`config.mk`:
```
export PLATFORM = sky130hd
export DESIGN_NAME = dic_top
export DESIGN_NICKNAME = d
export VERILOG_FILES = /design/src/rtl/dic_pkg.sv /design/src/rtl/dic_addr_split.sv /design/src/rtl/dic_tag_store.sv /design/src/rtl/dic_data_store.sv /design/src/rtl/dic_top.sv
export SDC_FILE = /design/constraint.sdc
export NUM_CORES = 2
export LEC_CHECK = 0
export BUFFER_PORTS_ARGS = -buffer_cell sky130_fd_sc_hd__buf_2
export CORE_ASPECT_RATIO = 1.75
export CORE_UTILIZATION = 57
export DETAILED_ROUTE_END_ITERATION = 6
export GPL_TIMING_DRIVEN = 1
export HOLD_SLACK_MARGIN = 0.12
export PLACE_DENSITY = 0.72
export SYNTH_ARGS = -nofsm -noshare
export SYNTH_HDL_FRONTEND = slang
export SYNTH_SLANG_ARGS = --single-unit
```
`constraint.sdc`:
```
create_clock -name clk -period 4.7 [get_ports clk]
set_input_delay 0.94 -clock clk [delete_from_list [all_inputs] [get_ports clk]]
set_output_delay 0.94 -clock clk [all_outputs]
set_load 0.02 [all_outputs]
```
`src/rtl/dic_pkg.sv`:
```
// Shared definitions for the sectored decoded-instruction cache.
// Assumes: nothing beyond IEEE 1800-2017 packages.
package dic_pkg;

    // Action the tag store takes for the fill offered this cycle.
    typedef enum logic [1:0] {
        FILL_NONE    = 2'd0,  // no write (idle, uncacheable or invalidated)
        FILL_MERGE   = 2'd1,  // tag matches: set one more valid bit
        FILL_REPLACE = 2'd2   // tag differs: new tag, sector cleared, one bit set
    } fill_act_e;

endpackage

```
`src/rtl/dic_addr_split.sv`:
```
// Splits an instruction-word address into tag, sector index and slot
// position within the sector (line bits above slot bits).
// Assumes: power-of-two slots per line, lines per sector and sectors.
module dic_addr_split #(
    parameter int ADDR_W           = 16,
    parameter int SLOTS_PER_LINE   = 4,
    parameter int LINES_PER_SECTOR = 2,
    parameter int SECTORS          = 32,
    localparam int OFF_BITS  = $clog2(SLOTS_PER_LINE * LINES_PER_SECTOR),
    localparam int SECT_BITS = $clog2(SECTORS),
    localparam int TAG_W     = ADDR_W - OFF_BITS - SECT_BITS
) (
    input  logic [ADDR_W-1:0]    addr,
    output logic [TAG_W-1:0]     tag,
    output logic [SECT_BITS-1:0] sect,
    output logic [OFF_BITS-1:0]  slot
);

    // Field extraction: offset lowest, index next, tag on top.
    always_comb begin
        slot = addr[OFF_BITS-1:0];
        sect = addr[OFF_BITS +: SECT_BITS];
        tag  = addr[ADDR_W-1 -: TAG_W];
    end

endmodule

```
`src/rtl/dic_tag_store.sv`:
```
// Holds one tag per sector and one valid bit per slot. Produces the
// lookup hit and decides the fill action for the data array.
// Assumes: one fill and one lookup per cycle; invalidate wins over fill.
module dic_tag_store
    import dic_pkg::*;
#(
    parameter int TAG_W     = 8,
    parameter int SECT_BITS = 5,
    parameter int OFF_BITS  = 3,
    localparam int SECTORS  = 1 << SECT_BITS,
    localparam int SPS      = 1 << OFF_BITS
) (
    input  logic                 clk,
    input  logic                 rst_n,
    input  logic                 inval_all,
    input  logic                 fill_en,
    input  logic                 fill_cacheable,
    input  logic [TAG_W-1:0]     fill_tag,
    input  logic [SECT_BITS-1:0] fill_sect,
    input  logic [OFF_BITS-1:0]  fill_slot,
    input  logic [TAG_W-1:0]     lk_tag,
    input  logic [SECT_BITS-1:0] lk_sect,
    input  logic [OFF_BITS-1:0]  lk_slot,
    output logic                 lk_hit,
    output fill_act_e            fill_act
);

    logic [TAG_W-1:0] tag_a [SECTORS];
    logic [SPS-1:0]   vld_a [SECTORS];
    logic [SPS-1:0]   fill_onehot;

    // Fill decision: gate on cacheable and invalidate, then compare tags.
    always_comb begin
        fill_onehot = SPS'(1) << fill_slot;
        if (!fill_en || !fill_cacheable || inval_all)
            fill_act = FILL_NONE;
        else if (tag_a[fill_sect] == fill_tag)
            fill_act = FILL_MERGE;
        else
            fill_act = FILL_REPLACE;
    end

    for (genvar s = 0; s < SECTORS; s++) begin : g_sect
        logic [TAG_W-1:0] tag_r;
        logic [SPS-1:0]   vld_r;
        logic             sel;

        assign sel      = (fill_sect == SECT_BITS'(s));
        assign tag_a[s] = tag_r;
        assign vld_a[s] = vld_r;

        // Per-sector tag and valid update: reset/invalidate, merge or replace.
        always_ff @(posedge clk) begin
            if (!rst_n) begin
                tag_r <= '0;
                vld_r <= '0;
            end else if (inval_all) begin
                vld_r <= '0;
            end else if (sel && fill_act == FILL_MERGE) begin
                vld_r <= vld_r | fill_onehot;
            end else if (sel && fill_act == FILL_REPLACE) begin
                tag_r <= fill_tag;
                vld_r <= fill_onehot;
            end
        end
    end

    // Lookup: hit needs both the sector tag match and the slot valid bit.
    always_comb begin
        lk_hit = (tag_a[lk_sect] == lk_tag) && vld_a[lk_sect][lk_slot];
    end

endmodule

```
`src/rtl/dic_data_store.sv`:
```
// Decoded-word array, one entry per slot, written on accepted fills and
// read asynchronously for the lookup port.
// Assumes: contents need no reset; validity is tracked by the tag store.
module dic_data_store #(
    parameter int SLOT_W    = 16,
    parameter int SECT_BITS = 5,
    parameter int OFF_BITS  = 3,
    localparam int IDX_W    = SECT_BITS + OFF_BITS,
    localparam int ENTRIES  = 1 << IDX_W
) (
    input  logic                 clk,
    input  logic                 wr_en,
    input  logic [SECT_BITS-1:0] wr_sect,
    input  logic [OFF_BITS-1:0]  wr_slot,
    input  logic [SLOT_W-1:0]    wr_data,
    input  logic [SECT_BITS-1:0] rd_sect,
    input  logic [OFF_BITS-1:0]  rd_slot,
    output logic [SLOT_W-1:0]    rd_data
);

    logic [SLOT_W-1:0] mem [ENTRIES];

    // Write port: one slot per cycle.
    always_ff @(posedge clk) begin
        if (wr_en)
            mem[{wr_sect, wr_slot}] <= wr_data;
    end

    // Read port: combinational for same-cycle lookup.
    always_comb begin
        rd_data = mem[{rd_sect, rd_slot}];
    end

endmodule

```
`src/rtl/dic_top.sv`:
```
// Sectored decoded-instruction cache top: direct-mapped sectors, shared
// sector tag, per-slot valid, fill gated by the cacheable classification.
// Assumes: word addresses; lookup result used in the cycle it is asked.
module dic_top
    import dic_pkg::*;
#(
    parameter int ADDR_W           = 16,
    parameter int SLOT_W           = 16,
    parameter int SLOTS_PER_LINE   = 4,
    parameter int LINES_PER_SECTOR = 2,
    parameter int SECTORS          = 32
) (
    input  logic              clk,
    input  logic              rst_n,
    input  logic              inval_all,
    input  logic [ADDR_W-1:0] lk_addr,
    output logic              lk_hit,
    output logic [SLOT_W-1:0] lk_data,
    input  logic              fill_en,
    input  logic [ADDR_W-1:0] fill_addr,
    input  logic [SLOT_W-1:0] fill_data,
    input  logic              fill_cacheable
);

    localparam int OFF_BITS  = $clog2(SLOTS_PER_LINE * LINES_PER_SECTOR);
    localparam int SECT_BITS = $clog2(SECTORS);
    localparam int TAG_W     = ADDR_W - OFF_BITS - SECT_BITS;

    logic [TAG_W-1:0]     lk_tag,  fill_tag;
    logic [SECT_BITS-1:0] lk_sect, fill_sect;
    logic [OFF_BITS-1:0]  lk_slot, fill_slot;
    fill_act_e            fill_act;

    dic_addr_split #(
        .ADDR_W(ADDR_W), .SLOTS_PER_LINE(SLOTS_PER_LINE),
        .LINES_PER_SECTOR(LINES_PER_SECTOR), .SECTORS(SECTORS)
    ) u_lk_split (
        .addr(lk_addr), .tag(lk_tag), .sect(lk_sect), .slot(lk_slot)
    );

    dic_addr_split #(
        .ADDR_W(ADDR_W), .SLOTS_PER_LINE(SLOTS_PER_LINE),
        .LINES_PER_SECTOR(LINES_PER_SECTOR), .SECTORS(SECTORS)
    ) u_fill_split (
        .addr(fill_addr), .tag(fill_tag), .sect(fill_sect), .slot(fill_slot)
    );

    dic_tag_store #(
        .TAG_W(TAG_W), .SECT_BITS(SECT_BITS), .OFF_BITS(OFF_BITS)
    ) u_tags (
        .clk(clk), .rst_n(rst_n), .inval_all(inval_all),
        .fill_en(fill_en), .fill_cacheable(fill_cacheable),
        .fill_tag(fill_tag), .fill_sect(fill_sect), .fill_slot(fill_slot),
        .lk_tag(lk_tag), .lk_sect(lk_sect), .lk_slot(lk_slot),
        .lk_hit(lk_hit), .fill_act(fill_act)
    );

    dic_data_store #(
        .SLOT_W(SLOT_W), .SECT_BITS(SECT_BITS), .OFF_BITS(OFF_BITS)
    ) u_data (
        .clk(clk), .wr_en(fill_act != FILL_NONE),
        .wr_sect(fill_sect), .wr_slot(fill_slot), .wr_data(fill_data),
        .rd_sect(lk_sect), .rd_slot(lk_slot), .rd_data(lk_data)
    );

endmodule

```
* After elaboration in Yosys (flattened, before gate mapping)
Memories as Yosys holds them, arrays and structs flattened.
Index checks and enable logic that the tools add are counted.
** Cells by class
- Shift-type cells :: 1
- Reductions and logical operators :: 136
- Eq/ne operators :: 35
- Bitwise gates (word level) :: 68
- Magnitude comparators :: 3
- Multiplexer cells :: 79
** Operators by type and width (count)
- $mux 8 :: 70
- $or 8x8->8 :: 32
- $bmux 8 s5 :: 3
- $reduce_and 3->1 :: 32
- $eq 5x5->1 const B :: 16
- $reduce_bool 2->1 :: 33
- $logic_and 1x1->1 :: 65
- $eq 5x4->1 const B :: 8
- $not 1->1 :: 34
- $eq 5x3->1 const B :: 4
- $eq 8x8->1 :: 2
- $ge 6x6->1 const B :: 2
- $not 5->6 :: 2
- $eq 5x2->1 const B :: 2
- $shl 1x3->8 const A :: 1
- $eq 5x1->1 const B :: 1
- $logic_not 5->1 :: 1
- $lt 3x4->1 const B :: 1
- $mux 2 :: 2
- $bmux 1 s3 :: 1
- $mux 1 :: 3
- $eq 2x1->1 const B :: 1
- $eq 2x2->1 const B :: 1
- $logic_not 1->1 :: 2
- 2 further kinds :: 3
** Word-level totals
- Bits in writable memories :: 4096
- Memories kept :: 1
- Register bits :: 512
- Output and inout port bits :: 17
** Memory list
- u_data.mem :: words 256, width 16, rd ports 1, clocked after Yosys merged registers in 0, wr ports 1, line dic_data_store.sv:21 : logic [SLOT_W-1:0] mem [ENTRIES];

* Logic depth before layout (Yosys ltp)
- Depth after elaboration :: 11
- Depth in mapped cells :: 16
- Mapped depth without buffers :: 8

* Modules after synthesis
From an unflattened synthesis, not the netlist that was laid out.
** Unflattened totals
- Cells, all modules :: 9356
- Area total of the unflattened synthesis :: 183035.5 um^2
** By module, submodules not included
- dic_data_store :: cells each 7344, instances 1, seq. area each 122998.0 um^2, area an instance 158394.4 um^2
- dic_tag_store :: cells each 1979, instances 1, seq. area each 10249.8 um^2, area an instance 24394.6 um^2
- dic_addr_split :: cells each 16, instances 2, seq. area each 0.0 um^2, area an instance 120.1 um^2
- dic_top :: cells each 1, instances 1, seq. area each 0.0 um^2, area an instance 6.3 um^2

* Worst setup path before layout
No wires, ideal clock.
- Path kind :: in2out
- Start point :: input lk_addr[4]
- End point :: output lk_data[0]
- Cell stages on the path :: 9
- Path slack :: -0.310 ns
- Data arrival time :: 4.070 ns
- Data required time :: 3.760 ns
- Cell sequence :: buf_2 > buf_1 > buf_2 > buf_1 > clkbuf_1 > clkbuf_1 > mux4_2 > mux4_2 > mux4_2
** On the way
- Word-level cells in the longest chain between the ends :: 1
** RTL lines
- start, declared :: line dic_top.sv:16 : input logic [ADDR_W-1:0] lk_addr,
- $mem_v2 256x16
- end, declared :: line dic_top.sv:18 : output logic [SLOT_W-1:0] lk_data,
Every way passes these cells.

* Worst setup path after layout
- Start point :: input lk_addr[0]
- End point :: output lk_data[12]
Same word-level chain as after synthesis.

==> results_dict.tcl <==
set metrics [dict create \
    status "complete, but fails checks" \
    failed_checks "setup timing" \
    grt_pass1_vias 96000 \
    cts_hold_buf 0 \
    drtAntennaViolNets 0 \
    avgRoutedWirePerCell_um 38.3 \
    fin_nets 9137 \
    arrival_ns 4.33 \
    drc 0 \
    seq_area_frac_synth_pct 73.4 \
    critPathBufInv 6 \
    worst_slack_ns -0.567 \
    grt_pass1_wl_um 721000 \
    cp_common_cell "mux4_2" \
    synth-edff-count 4096 \
    min_period_ns 5.27 \
    netlist_instances 8288 \
    clock_latency_ns 0.95 \
    finalHoldViolCount 0 \
    dp_hpwl_um 321000 \
    clk_path_buf_depth 4 \
    worst_slew_pin_slew_ns 1.39 \
    slowest_delay_ns 0.61 \
    drv_cap 0 \
    postLayoutCoreUtil_pct 65.8 \
    drv_slew 0 \
    cts_tree "done" \
    synthTopCellsByArea "edfxtp_1, mux4_2, dfxtp_1, mux2i_1, a32o_1" \
    power_density_nw_per_um2 397 \
    fin_crit_sh_pct 112 \
    rsz0062_at_grt "yes" \
    critPathTopFamily "multiplexers" \
    nFillCells 19700 \
    synth_fp_nets 8341 \
    setup.worst_path.end_class "output port" \
    p_leak_nw 68.0 \
    die_h_um 748 \
    ir_drop_uv 342 \
    synth.most_common_cell "edfxtp_1" \
    grt_antenna_before_repair 40 \
    io_buffers 69 \
    critPathKind "primary input to output port" \
    hold_path_class "flip-flop to flip-flop" \
    cp.required_ns 3.76 \
    initial_core_util_pct 57.4 \
    final-setup-viol-count 17 \
    multi_input_area_sq_um 45700 \
    cpMaxStageDelayCell "mux4_2" \
    cts_root_buffer "clkbuf_16" \
    ys_types 54 \
    fp-row-count 273 \
    cts.sinks 4608 \
    initialDrtViolationCount 13000 \
    yosys_warnings 0 \
    synth_ff_type "edfxtp_1" \
    drive_gt1_share_pct 34.8 \
    first_pass_iters 6 \
    synth_top_cells_by_count "edfxtp_1, mux4_2, dfxtp_1, clkbuf_1, nor2_1" \
    grt_util_all_layers_pct 32.1 \
    synth_top_area_share_pct 67.8 \
    io_pins 70 \
    via_per_inst 7.01 \
    hold_ws_ns 0.472 \
    fmax_mhz 190 \
    clkTransAtPathRegs_ns 0.06 \
    dieArea_sq_um 321000 \
    synth_top_cell_by_area "edfxtp_1" \
    ys_ff_latch 4608 \
    htree_levels 5 \
    wirelength_um 520000 \
    place_congestion 0.921 \
    overflow 0 \
    syn-cell-area_sq_um 181000 \
    cp_max_fo 8 \
    core_sq_um 316000 \
    maxSlewHeadroom_pct 7.15 \
    path_cells "buf_16 > buf_16 > buf_16 > buf_12 > buf_8 > mux4_2 > mux4_2 > mux4_2 > mux4_2 > buf_6" \
    cts_buffers 390 \
    area_delta_synth_final_pct 14.7 \
    synthArstFlopShare_pct 0 \
    vias 95100 \
    fin_skew_ns 0.0477 \
    cp-start-kind "primary input" \
    regArea_sq_um 133000 \
    die_width_um 428 \
    post_synth.cell_area_avg_sq_um 21.9 \
    grt_max_degree 136 \
]
[report_power, final]
group | leakage (nW) | total, W | internal, W | switching, W
Clock | 6.26 | 0.0331 | 0.0183 | 0.0148
Sequential | 40.9 | 0.0445 | 0.0445 | 0.0000142
Combinational | 20.8 | 0.00503 | 0.00203 | 0.00299
Total | 68.0 | 0.0827 | 0.0648 | 0.0178
[flip-flops by register name, summed over array words and instances, names as in the netlist]
register	cells
u_data.mem	4096
u_tags.g_sect.tag_r	256
u_tags.g_sect.vld_r	256
[per-layer routing]
metal	routed length, um	vias up	global-route usage, %
met3	46400	1470	5.63
li1	-	36900	-
met1	164000	50300	37.0
met2	268000	6397	54.5
met5	92	-	0
met4	41700	14	22.9
[cell usage in the layout (no fill, tap or decap), types with 7 or more instances in the layout]
cell and instances:
nand2_1 226, diode_2 41, mux4_2 1566, nand2_2 11
buf_4 714, dfxtp_1 512, clkinv_1 71, a2111oi_0 32
and2_1 12, inv_6 10, clkinvlp_4 13, nor2_2 32
bufinv_16 46, buf_12 169, clkinv_2 67, buf_6 33
clkbuf_16 409, o21ai_0 41, buf_16 34, nand3_1 17
xnor2_1 9, o21ai_4 20, clkbuf_8 28, a31oi_1 66
clkbuf_1 72, edfxtp_1 4096, nand2b_1 10, a32o_1 219
mux2_2 9, a22oi_1 14, buf_2 29, nor2b_1 7
mux2i_1 250, buf_8 13, nor2_1 297, a41o_1 64
a21oi_1 74, o21ai_2 14, nand4_1 7
[layout make-up]
cell class | instances | area share [%]
repair buffers | 1025 | 5.31
multi-input cells | 3059 | 22.0
clock inverters | 225 | 1.19
well taps | 4125 | 2.48
flip-flops and latches | 4608 | 64.0
diodes | 41 | 0.0493
clock buffers | 481 | 4.98
[final timing paths]
path	start	end	slack, ns	cells after the start
hold / removal	u_tags.g_sect[30].tag_r[3]$_SDFFE_PN0P_	u_tags.g_sect[30].tag_r[3]$_SDFFE_PN0P_	0.47	2
setup reg to reg	u_tags.g_sect[10].tag_r[5]$_SDFFE_PN0P_	u_tags.g_sect[17].tag_r[2]$_SDFFE_PN0P_	0.85	9
setup / recovery	lk_addr[0]	lk_data[12]	-0.57	10
hold reg to reg	u_tags.g_sect[30].tag_r[3]$_SDFFE_PN0P_	u_tags.g_sect[30].tag_r[3]$_SDFFE_PN0P_	0.47	2
[tightest hold or removal path, delay by kind of cell, from the launching register on]
kind	cells	cell delay, ns
DFF	1	0.31
muxes	1	0.06
and+or+nand+nor	1	0.05
[kinds of logic (layout without fill, tap and decap cells)]
family          Yosys count  count (layout)  synth area share [%]
mux                    1827            1827                  20.9
buf+inv                 621            1731                  1.48
simple gates            654             654                  1.47
other cells               0              41                     0
xor+xnor                 12              12                0.0579
compound gates          566             566                  2.66
flops                  4608            4608                  73.4
[metrics by stage]
stage          cells  instance area [sq um]  setup WS, ns  total power [W]  setup TNS [ns]
6_report       13600                 208000        -0.567           0.0827           -8.26
3_5_place_dp   12700                 193000        -0.639           0.0502          -14.07
4_1_cts        13500                 207000        -0.496           0.0827           -7.50
5_1_grt        13500                 208000        -0.530           0.0843           -7.92
2_1_floorplan   8288                 182000       -0.0392           0.0478          -0.626
3_3_place_gp   12700                 193000        -0.643           0.0501           -9.98
[repair_timing]
action                     CTS  global route
setup buffers               34            27
gates cloned                13            12
setup endpoints to repair   17            17
resized for setup           69            44
No activity file was read; power rests on OpenSTA's default activity.
